**config.mk**
```make
export PLATFORM = sky130hd
export DESIGN_NAME = rgb_timing_gen
export DESIGN_NICKNAME = d
export VERILOG_FILES = /design/src/rtl/tg_pkg.sv /design/src/rtl/tg_pixclk_div.sv /design/src/rtl/tg_axis_counter.sv /design/src/rtl/tg_out_decode.sv /design/src/rtl/rgb_timing_gen.sv
export SDC_FILE = /design/constraint.sdc
export NUM_CORES = 1
export LEC_CHECK = 0
export BUFFER_PORTS_ARGS = -buffer_cell sky130_fd_sc_hd__buf_2
export CAP_MARGIN = 15
export CORE_ASPECT_RATIO = 1.25
export CORE_MARGIN = 2
export CORE_UTILIZATION = 40
export CTS_BUF_LIST = sky130_fd_sc_hd__clkbuf_8 sky130_fd_sc_hd__clkbuf_16
export DETAILED_ROUTE_END_ITERATION = 10
export SYNTH_ARGS = -nofsm -noshare
export SYNTH_HDL_FRONTEND = slang
export SYNTH_SLANG_ARGS = --single-unit
```
**constraint.sdc**
```tcl
create_clock -name clk -period 15.45 [get_ports clk]
set_input_delay 3.09 -clock clk [delete_from_list [all_inputs] [get_ports clk]]
set_output_delay 3.09 -clock clk [all_outputs]
set_load 0.05 [all_outputs]
```
**src/rtl/tg_pkg.sv**
```systemverilog
// Shared types for the RGB timing generator.
// Assumes both raster axes use the same four-segment order.
package tg_pkg;
    localparam int unsigned TG_PHASES = 4;
    localparam int unsigned TG_AXES   = 2;

    // Segment order within a line or a frame; the order is behaviour.
    typedef enum logic [1:0] {
        PH_SYNC  = 2'd0,
        PH_BACK  = 2'd1,
        PH_ACT   = 2'd2,
        PH_FRONT = 2'd3
    } tg_phase_e;
endpackage

```
**src/rtl/tg_pixclk_div.sv**
```systemverilog
// Pixel clock enable generator.
// Divides the system clock by div_m1+1 when div_sel is set and div_m1 is
// non-zero; otherwise the enable is high on every clock. The counter runs
// freely and wraps safely if div_m1 shrinks while it counts.
module tg_pixclk_div #(
    parameter int unsigned DIV_W = 8
) (
    input  logic             clk,
    input  logic             rst_n,
    input  logic             div_sel,
    input  logic [DIV_W-1:0] div_m1,
    output logic             pix_ce
);
    logic [DIV_W-1:0] div_cnt;
    logic             bypass;
    logic             at_top;

    // Decide between direct and divided clock.
    always_comb begin
        bypass = !div_sel || (div_m1 == '0);
        at_top = (div_cnt >= div_m1);
        pix_ce = bypass || at_top;
    end

    // Free-running divider count, cleared at the top of each period.
    always_ff @(posedge clk) begin
        if (!rst_n) begin
            div_cnt <= '0;
        end else if (bypass || at_top) begin
            div_cnt <= '0;
        end else begin
            div_cnt <= div_cnt + 1'b1;
        end
    end
endmodule

```
**src/rtl/tg_axis_counter.sv**
```systemverilog
// One raster axis: walks sync, back porch, active and front porch segments,
// each len_m1[segment]+1 steps long. Holds the sync start while clear is high.
// Assumes the lengths stay stable while stepping (the top shadows them).
module tg_axis_counter
    import tg_pkg::*;
#(
    parameter int unsigned CNT_W = 12
) (
    input  logic             clk,
    input  logic             rst_n,
    input  logic             clear,
    input  logic             step,
    input  logic [CNT_W-1:0] len_m1 [TG_PHASES],
    output tg_phase_e        phase,
    output logic [CNT_W-1:0] cnt,
    output logic             at_last
);
    logic seg_end;

    // End of the current segment and end of the whole axis period.
    always_comb begin
        seg_end = (cnt >= len_m1[phase]);
        at_last = seg_end && (phase == PH_FRONT);
    end

    // Segment and position update on each step.
    always_ff @(posedge clk) begin
        if (!rst_n || clear) begin
            phase <= PH_SYNC;
            cnt   <= '0;
        end else if (step) begin
            if (seg_end) begin
                phase <= tg_phase_e'(phase + 2'd1);
                cnt   <= '0;
            end else begin
                cnt <= cnt + 1'b1;
            end
        end
    end
endmodule

```
**src/rtl/tg_out_decode.sv**
```systemverilog
// Decodes panel-facing signals from the raster state.
// Purely combinational; its inputs are all registers, so outputs are clean.
// Idle (run low) drives the inactive level of every signal.
module tg_out_decode
    import tg_pkg::*;
#(
    parameter int unsigned CNT_W = 12
) (
    input  logic             run,
    input  logic             pix_ce,
    input  tg_phase_e        h_phase,
    input  logic [CNT_W-1:0] h_cnt,
    input  tg_phase_e        v_phase,
    input  logic [CNT_W-1:0] v_cnt,
    input  logic             inv_hsync,
    input  logic             inv_vsync,
    input  logic             inv_de,
    input  logic             inv_pclk,
    output logic             pclk_out,
    output logic             hsync,
    output logic             vsync,
    output logic             de,
    output logic [CNT_W-1:0] pix_x,
    output logic [CNT_W-1:0] pix_y,
    output logic             frame_start
);
    logic hs_act, vs_act, de_act, h_in_act, v_in_act;

    // Raw activity of each signal, then polarity.
    always_comb begin
        h_in_act    = run && (h_phase == PH_ACT);
        v_in_act    = run && (v_phase == PH_ACT);
        hs_act      = run && (h_phase == PH_SYNC);
        vs_act      = run && (v_phase == PH_SYNC);
        de_act      = h_in_act && v_in_act;
        hsync       = hs_act ^ inv_hsync;
        vsync       = vs_act ^ inv_vsync;
        de          = de_act ^ inv_de;
        pclk_out    = pix_ce ^ inv_pclk;
        pix_x       = h_in_act ? h_cnt : '0;
        pix_y       = v_in_act ? v_cnt : '0;
        frame_start = hs_act && vs_act && (h_cnt == '0) && (v_cnt == '0);
    end
endmodule

```
**src/rtl/rgb_timing_gen.sv**
```systemverilog
// Parallel RGB panel timing generator (top).
// Runs a horizontal and a vertical segment counter on a divided pixel
// enable, shadows the segment lengths at each frame start, and gates output
// with an immediate enable and a frame-qualified enable.
// Assumes all fields are programmed as count minus one.
module rgb_timing_gen
    import tg_pkg::*;
#(
    parameter int unsigned CNT_W = 12,
    parameter int unsigned DIV_W = 8
) (
    input  logic             clk,
    input  logic             rst_n,
    input  logic             cfg_video_on,
    input  logic             cfg_frame_on,
    input  logic [CNT_W-1:0] hs_width_m1,
    input  logic [CNT_W-1:0] h_back_m1,
    input  logic [CNT_W-1:0] h_active_m1,
    input  logic [CNT_W-1:0] h_front_m1,
    input  logic [CNT_W-1:0] vs_width_m1,
    input  logic [CNT_W-1:0] v_back_m1,
    input  logic [CNT_W-1:0] v_active_m1,
    input  logic [CNT_W-1:0] v_front_m1,
    input  logic             inv_hsync,
    input  logic             inv_vsync,
    input  logic             inv_de,
    input  logic             inv_pclk,
    input  logic [DIV_W-1:0] clk_div_m1,
    input  logic             clk_div_sel,
    output logic             pix_ce,
    output logic             pclk_out,
    output logic             hsync,
    output logic             vsync,
    output logic             de,
    output logic [CNT_W-1:0] pix_x,
    output logic [CNT_W-1:0] pix_y,
    output logic             frame_start
);
    localparam int unsigned AX_H = 0;
    localparam int unsigned AX_V = TG_AXES - 1;

    logic [CNT_W-1:0] live_len [TG_AXES][TG_PHASES];
    logic [CNT_W-1:0] sh_len   [TG_AXES][TG_PHASES];

    logic             run, run_n;
    logic             frame_end, keep_going, start_go, shadow_load;
    logic             cnt_clear, h_step, v_step, h_last, v_last;
    tg_phase_e        h_phase, v_phase;
    logic [CNT_W-1:0] h_cnt, v_cnt;

    // Group the programmed fields by axis and segment order.
    always_comb begin
        live_len[AX_H][PH_SYNC]  = hs_width_m1;
        live_len[AX_H][PH_BACK]  = h_back_m1;
        live_len[AX_H][PH_ACT]   = h_active_m1;
        live_len[AX_H][PH_FRONT] = h_front_m1;
        live_len[AX_V][PH_SYNC]  = vs_width_m1;
        live_len[AX_V][PH_BACK]  = v_back_m1;
        live_len[AX_V][PH_ACT]   = v_active_m1;
        live_len[AX_V][PH_FRONT] = v_front_m1;
    end

    tg_pixclk_div #(.DIV_W(DIV_W)) u_div (
        .clk    (clk),
        .rst_n  (rst_n),
        .div_sel(clk_div_sel),
        .div_m1 (clk_div_m1),
        .pix_ce (pix_ce)
    );

    // Run control: immediate stop, qualified start and frame-end stop.
    always_comb begin
        keep_going  = cfg_video_on && cfg_frame_on;
        frame_end   = run && pix_ce && h_last && v_last;
        start_go    = !run && keep_going && pix_ce;
        shadow_load = start_go || (frame_end && keep_going);
        if (!cfg_video_on) begin
            run_n = 1'b0;
        end else if (!run) begin
            run_n = start_go;
        end else if (frame_end) begin
            run_n = keep_going;
        end else begin
            run_n = 1'b1;
        end
        cnt_clear = !run || !cfg_video_on;
        h_step    = run && pix_ce;
        v_step    = h_step && h_last;
    end

    // Run flag register.
    always_ff @(posedge clk) begin
        if (!rst_n) begin
            run <= 1'b0;
        end else begin
            run <= run_n;
        end
    end

    // Shadow copy of segment lengths, taken at each frame start.
    always_ff @(posedge clk) begin
        if (!rst_n) begin
            for (int a = 0; a < TG_AXES; a++) begin
                for (int p = 0; p < TG_PHASES; p++) begin
                    sh_len[a][p] <= '0;
                end
            end
        end else if (shadow_load) begin
            for (int a = 0; a < TG_AXES; a++) begin
                for (int p = 0; p < TG_PHASES; p++) begin
                    sh_len[a][p] <= live_len[a][p];
                end
            end
        end
    end

    tg_axis_counter #(.CNT_W(CNT_W)) u_hcnt (
        .clk    (clk),
        .rst_n  (rst_n),
        .clear  (cnt_clear),
        .step   (h_step),
        .len_m1 (sh_len[AX_H]),
        .phase  (h_phase),
        .cnt    (h_cnt),
        .at_last(h_last)
    );

    tg_axis_counter #(.CNT_W(CNT_W)) u_vcnt (
        .clk    (clk),
        .rst_n  (rst_n),
        .clear  (cnt_clear),
        .step   (v_step),
        .len_m1 (sh_len[AX_V]),
        .phase  (v_phase),
        .cnt    (v_cnt),
        .at_last(v_last)
    );

    tg_out_decode #(.CNT_W(CNT_W)) u_dec (
        .run        (run),
        .pix_ce     (pix_ce),
        .h_phase    (h_phase),
        .h_cnt      (h_cnt),
        .v_phase    (v_phase),
        .v_cnt      (v_cnt),
        .inv_hsync  (inv_hsync),
        .inv_vsync  (inv_vsync),
        .inv_de     (inv_de),
        .inv_pclk   (inv_pclk),
        .pclk_out   (pclk_out),
        .hsync      (hsync),
        .vsync      (vsync),
        .de         (de),
        .pix_x      (pix_x),
        .pix_y      (pix_y),
        .frame_start(frame_start)
    );
endmodule

```
# == Word-level counts from Yosys, hierarchy flattened ==
# Memories as Yosys holds them, arrays and structs flattened.
# Cells that the tools add are included.
# op_classes
add_sub_neg,5
n_lt_le_gt_ge,5
n_eq_ne,4
n_mux,24
bitwise,15
reduce_logical,35
# ops
operator,count
2-to-1 mux 12 bit,16
binary-select mux 12 bit (select 2 bit),2
"adder 12 x 1 -> 12 bit, second input constant",2
greater-or-equal comparator 12 bit,2
logical NOT 12 bit,2
logical AND 1 bit,17
"adder 8 x 1 -> 8 bit, second input constant",1
"equality test 2 bit, second input constant",4
greater-or-equal comparator 8 bit,1
logical NOT 8 bit,1
OR 1 bit,8
"greater-or-equal comparator 3 bit, second input constant",2
2-to-1 mux 1 bit,6
NOT 2 -> 3 bit,2
AND reduction 2 bit,3
logical OR 1 bit,5
"adder 2 x 1 -> 2 bit, second input constant",2
logical NOT 1 bit,4
logical NOT 2 bit,2
bitwise XOR 1 bit,4
OR reduction 2 bit,1
NOT 1 bit,1
# totals
register_bits,37
ramBits,96
output_inout_bits,30
wordCells,95
memories,1
# mem_list
memory,depth,width,read_ports,rd_ports_with_merged_regs,wr,line,source
sh_len,2,48,2,0,2,rgb_timing_gen.sv:43,logic [CNT_W-1:0] sh_len [TG_AXES][TG_PHASES];

# == Logic depth before layout (Yosys ltp) ==
# logic_depth
word_depth,14
mapped_depth,13
mapped_depth_nobuf,9

# == Cells and area by module ==
# A second synthesis with hierarchy kept.
# hier_totals
hier_cells,606
hier_area_um2,7458.4
# modules_own_cells
module,instances,cells_per_inst,area_each_um2
rgb_timing_gen,1,223,4032.6
tg_axis_counter at u_vcnt,1,136,1290.0
tg_axis_counter at u_hcnt,1,135,1236.2
tg_pixclk_div,1,67,593.1
tg_out_decode,1,45,306.5

# == Worst setup path before layout ==
# OpenSTA, ideal clock, no wires.
# synth_path
kind,input -> register
startpoint,in clk_div_m1[5]
endpoint,"mem sh_len[0][0] in the netlist's numbering, enable pin"
arrival_ns,10.875
required_ns,14.767
setup_slack_ns,3.892
cell_stages,9
path_cell_list,inv_1 > ha_1 > nand4_1 > nor2_1 > o31ai_1 > clkbuf_1 > a21oi_1 > nand2_1 > o21ai_0
# synth_lines
element,line,source
start: declaration,rgb_timing_gen.sv:28,"input logic [DIV_W-1:0] clk_div_m1,"
end: declaration,rgb_timing_gen.sv:43,

# == Worst setup path in the final report ==
# layout_path
startpoint,in clk_div_m1[5]
endpoint,out pix_ce
# layout_between
elab_chain_cells,3
word_cells_on_any_way,4
cone_classes,order compare (1); reduce/logical (3)
# layout_rtl
element,line,source
branches (longest 2 deep; another with greater-or-equal comparator 8 bit),n/a,
logical OR 1 bit *,tg_pixclk_div.sv:22,pix_ce = bypass || at_top;
end: declaration,rgb_timing_gen.sv:30,"output logic pix_ce,"
# Every way passes the cells marked *.

==> impl_metrics.yaml <==
routing:
  ant_nets: 0
  drt_iter0_drc: 251
  routed_wl_um: 15970
  post_drt_wl_per_cell_um: 16.22
  route.vias.total: 5160
  avgViaCountPerCell: 5.239
  drtPass1Iterations: 4
  drc: 0
grt:
  antenna_found_initial: 1
  gr-total-overflow: 0
  grt_pass1_wl_um: 25850
  grt_pass1_vias: 5296
  grt_max_degree: 97
  grt_use_total: 0.1746
floorplanning:
  io_pins: 143
  start_util: 0.4101
  core_um2: 17500
  rows: 54
  die_area_um2: 19030
  chipWidth_um: 123.8
  fp.dieH_um: 153.7
synthesis:
  yosys_warnings: 0
  syn-instance-count: 613
  async_reset_ff_frac: 0
  synth_seq_cells: 133
  syn-num-nets: 769
  ys_seq_area_frac: 0.5050
  synth_edf_count: 96
  syn_area_um2: 7176
  ys_types: 54
  synthFlopType: "edfxtp_1"
  avgSynthCellArea_um2: 11.71
critical_path:
  path_cells: "buf_2 -> inv_1 -> ha_1 -> a211o_1 -> o211ai_1 -> nand4b_1 -> nor2_2 -> inv_1 -> buf_2"
  rrSetupSlack_ps: 11180
  critical_path_class: "input port to output port"
  critical_path_arrival_ps: 5410
  cp_num_cells: 9
  cp-start-kind: "input port"
  crit_buf_inv: 4
  rr_endpoint: "sh_len[1][40]$_SDFFCE_PN0P_"
  required_ps: 12360
  rr_worst_depth: 11
  cp_top_family: "buffers and inverters"
  crit_path_end_kind: "output port"
  cp_max_fo: 17
  slowest_stage: "nor2_2"
  cpPeakStageDelay_ps: 600
  r2r-start: "u_hcnt.phase[0]$_SDFFE_PP0P_"
pwr:
  peakVddDrop_mv: 0.06725
  finalPower_uw: 892.2
  p_leak_uw: 0.003675
  power_per_cell_area_nw_per_um2: 102.4
clock_tree:
  numCtsBuffers: 17
  clkSlewWorstSetupHoldPaths_ps: 60
  cts_resized: 0
  clkLatencyLatePin_ps: 420
  clock-sinks: 133
  hold_buffers: 0
  cts_tree: "built"
  cts-root-buf: "clkbuf_16"
  htreeDepth: 4
  cts.path.max_buffers: 2
  cts_setup_buffers: 0
placement:
  postPlaceCellArea_um2: 8044
  detailed_place_hpwl_um: 11680
  gp_congestion: 0.8210
  port_buffers: 142
timing:
  rsz0062_at_grt: "false"
  hold_viol_final: 0
  tightest_slew_ps: 1021
  setup_viol: 0
  fmax_ghz: 0.1176
  tns_ps: 0
  maxSlewViolCount: 0
  clock_skew_ps: 16.23
  fin_crit_ps: 8501
  post-route-period-util: 0.5502
  max-slew-margin-rel: 0.3165
hold_path:
  hold_end: "u_div.div_cnt[0]$_SDFF_PP0_"
  hp-start: "u_div.div_cnt[0]$_SDFF_PP0_"
  hold_class: "flip-flop to flip-flop"
  whs_path_depth: 1
cells_and_area:
  most-common-layout-cells: "buf_2, and2_1, edfxtp_1, inv_1, ha_1"
  syn_to_final_growth_pct: 21.39
  stdcell_area_um2: 8711
  drive_gt1_frac: 0.2776
  layout.nets: 904
  fillers: 1571
  final_common_cell: "buf_2"
job:
  cap_violations: 0
outcome:
  outcome: "finished, final reports clean"
==> cells by family (layout without fill, tap and decap cells) <==
group | count (synthesis) | after routing | share of synthesized area
simple gates | 233 | 233 | 0.1847
xor+xnor | 20 | 20 | 0.02441
fa+ha+maj | 43 | 43 | 0.07498
buf+inv | 77 | 224 | 0.04743
mux | 25 | 25 | 0.07672
flops | 133 | 133 | 0.5050
compound gates | 82 | 82 | 0.08684
other cells | 0 | 1 | 0
==> synth_stat cells (2+ instances only) <==
| cell type | instances | share of area |
|---|---|---|
| o211ai_1 | 7 | 0.0073 |
| a2111oi_0 | 6 | 0.0073 |
| a31oi_1 | 2 | 0.0017 |
| a21oi_1 | 13 | 0.0091 |
| nor2_1 | 30 | 0.016 |
| a211oi_1 | 5 | 0.0052 |
| xor2_1 | 5 | 0.0061 |
| nor3_1 | 4 | 0.0028 |
| nor4_1 | 9 | 0.0078 |
| nand4_1 | 9 | 0.0078 |
| a21o_1 | 7 | 0.0073 |
| buf_2 | 5 | 0.0035 |
| and4b_1 | 2 | 0.0028 |
| o21ai_1 | 2 | 0.0014 |
| nand2_1 | 24 | 0.013 |
| o21ai_0 | 7 | 0.0049 |
| ha_1 | 43 | 0.075 |
| xnor2_1 | 15 | 0.018 |
| a211o_1 | 7 | 0.0085 |
| dfxtp_1 | 37 | 0.10 |
| inv_1 | 45 | 0.024 |
| clkbuf_1 | 21 | 0.011 |
| a32o_1 | 9 | 0.013 |
| nand3_1 | 13 | 0.0091 |
| buf_6 | 6 | 0.0094 |
| and2_1 | 97 | 0.085 |
| mux4_2 | 24 | 0.075 |
| edfxtp_1 | 96 | 0.40 |
| nand2b_1 | 2 | 0.0017 |
| and4_1 | 2 | 0.0024 |
| o31ai_1 | 4 | 0.0042 |
| nor3b_1 | 2 | 0.0021 |
| and3_1 | 32 | 0.028 |
==> where the power goes <==
group,switching (uW),internal (uW)
clock,163,275
combinational,28.3,23.8
sequential,4.51,398
==> registers in the layout (all words and copies together) (netlist names) <==
register       cells
sh_len            96
u_hcnt.cnt        12
u_vcnt.cnt        12
u_div.div_cnt      8
u_hcnt.phase       2
u_vcnt.phase       2
run                1
==> final cells by class <==
| cell class | count | area (um2) | share of cell area |
|---|---|---|---|
| clock buffer | 17 | 425.4 | 0.04884 |
| tap | 224 | 280.3 | 0.03217 |
| antenna | 1 | 2.502 | 0.0002873 |
| multi-input combinational | 403 | 3223 | 0.3700 |
| timing repair buffer | 148 | 775.7 | 0.08905 |
| sequential | 133 | 3623 | 0.4160 |
| inverter | 45 | 168.9 | 0.01939 |
| clock inverter | 14 | 211.5 | 0.02427 |
==> worst max-delay path by stage <==
stage / startpoint / slack (ps) / end
detailed placement: clk_div_m1[5] / 6960 / pix_ce
CTS: clk_div_m1[5] / 6940 / pix_ce
global placement: clk_div_m1[5] / 7070 / pix_ce
floorplan: clk_div_m1[5] / 3890 / sh_len[0][0]$_SDFFCE_PN0P_
global route: clk_div_m1[5] / 6700 / pix_ce
finish: clk_div_m1[5] / 6950 / pix_ce
==> worst reg2reg max path: stages (launching register included) <==
cell	delay [ps]
dfxtp_1	940
mux4_2	600
inv_1	100
ha_1	140
and2_1	150
o2111ai_1	120
o21ai_0	360
a21o_1	430
a31oi_1	200
o21ai_4	170
buf_4	290
buf_16	350
==> metal layers <==
| layer | up-vias | global-route usage | wire length [um] |
|---|---|---|---|
| met5 | - | 0 | 0 |
| met2 | 141 | 0.2983 | 8143 |
| met4 | 0 | 0.06710 | 313 |
| li1 | 2523 | - | - |
| met3 | 22 | 0.02596 | 621 |
| met1 | 2474 | 0.2208 | 6894 |
==> metrics by stage <==
step,utilization,instances,hold slack [ps],worst slack (ps)
finish,0.4978,985,498.8,6949
detailed placement,0.4597,952,501.6,6959
CTS,0.4961,983,515.3,6942
global placement,0.4597,952,462.1,7067
global route,0.4978,985,567.0,6702
floorplan,-,613,437.2,3892
No activity file was read; power rests on OpenSTA's default activity.
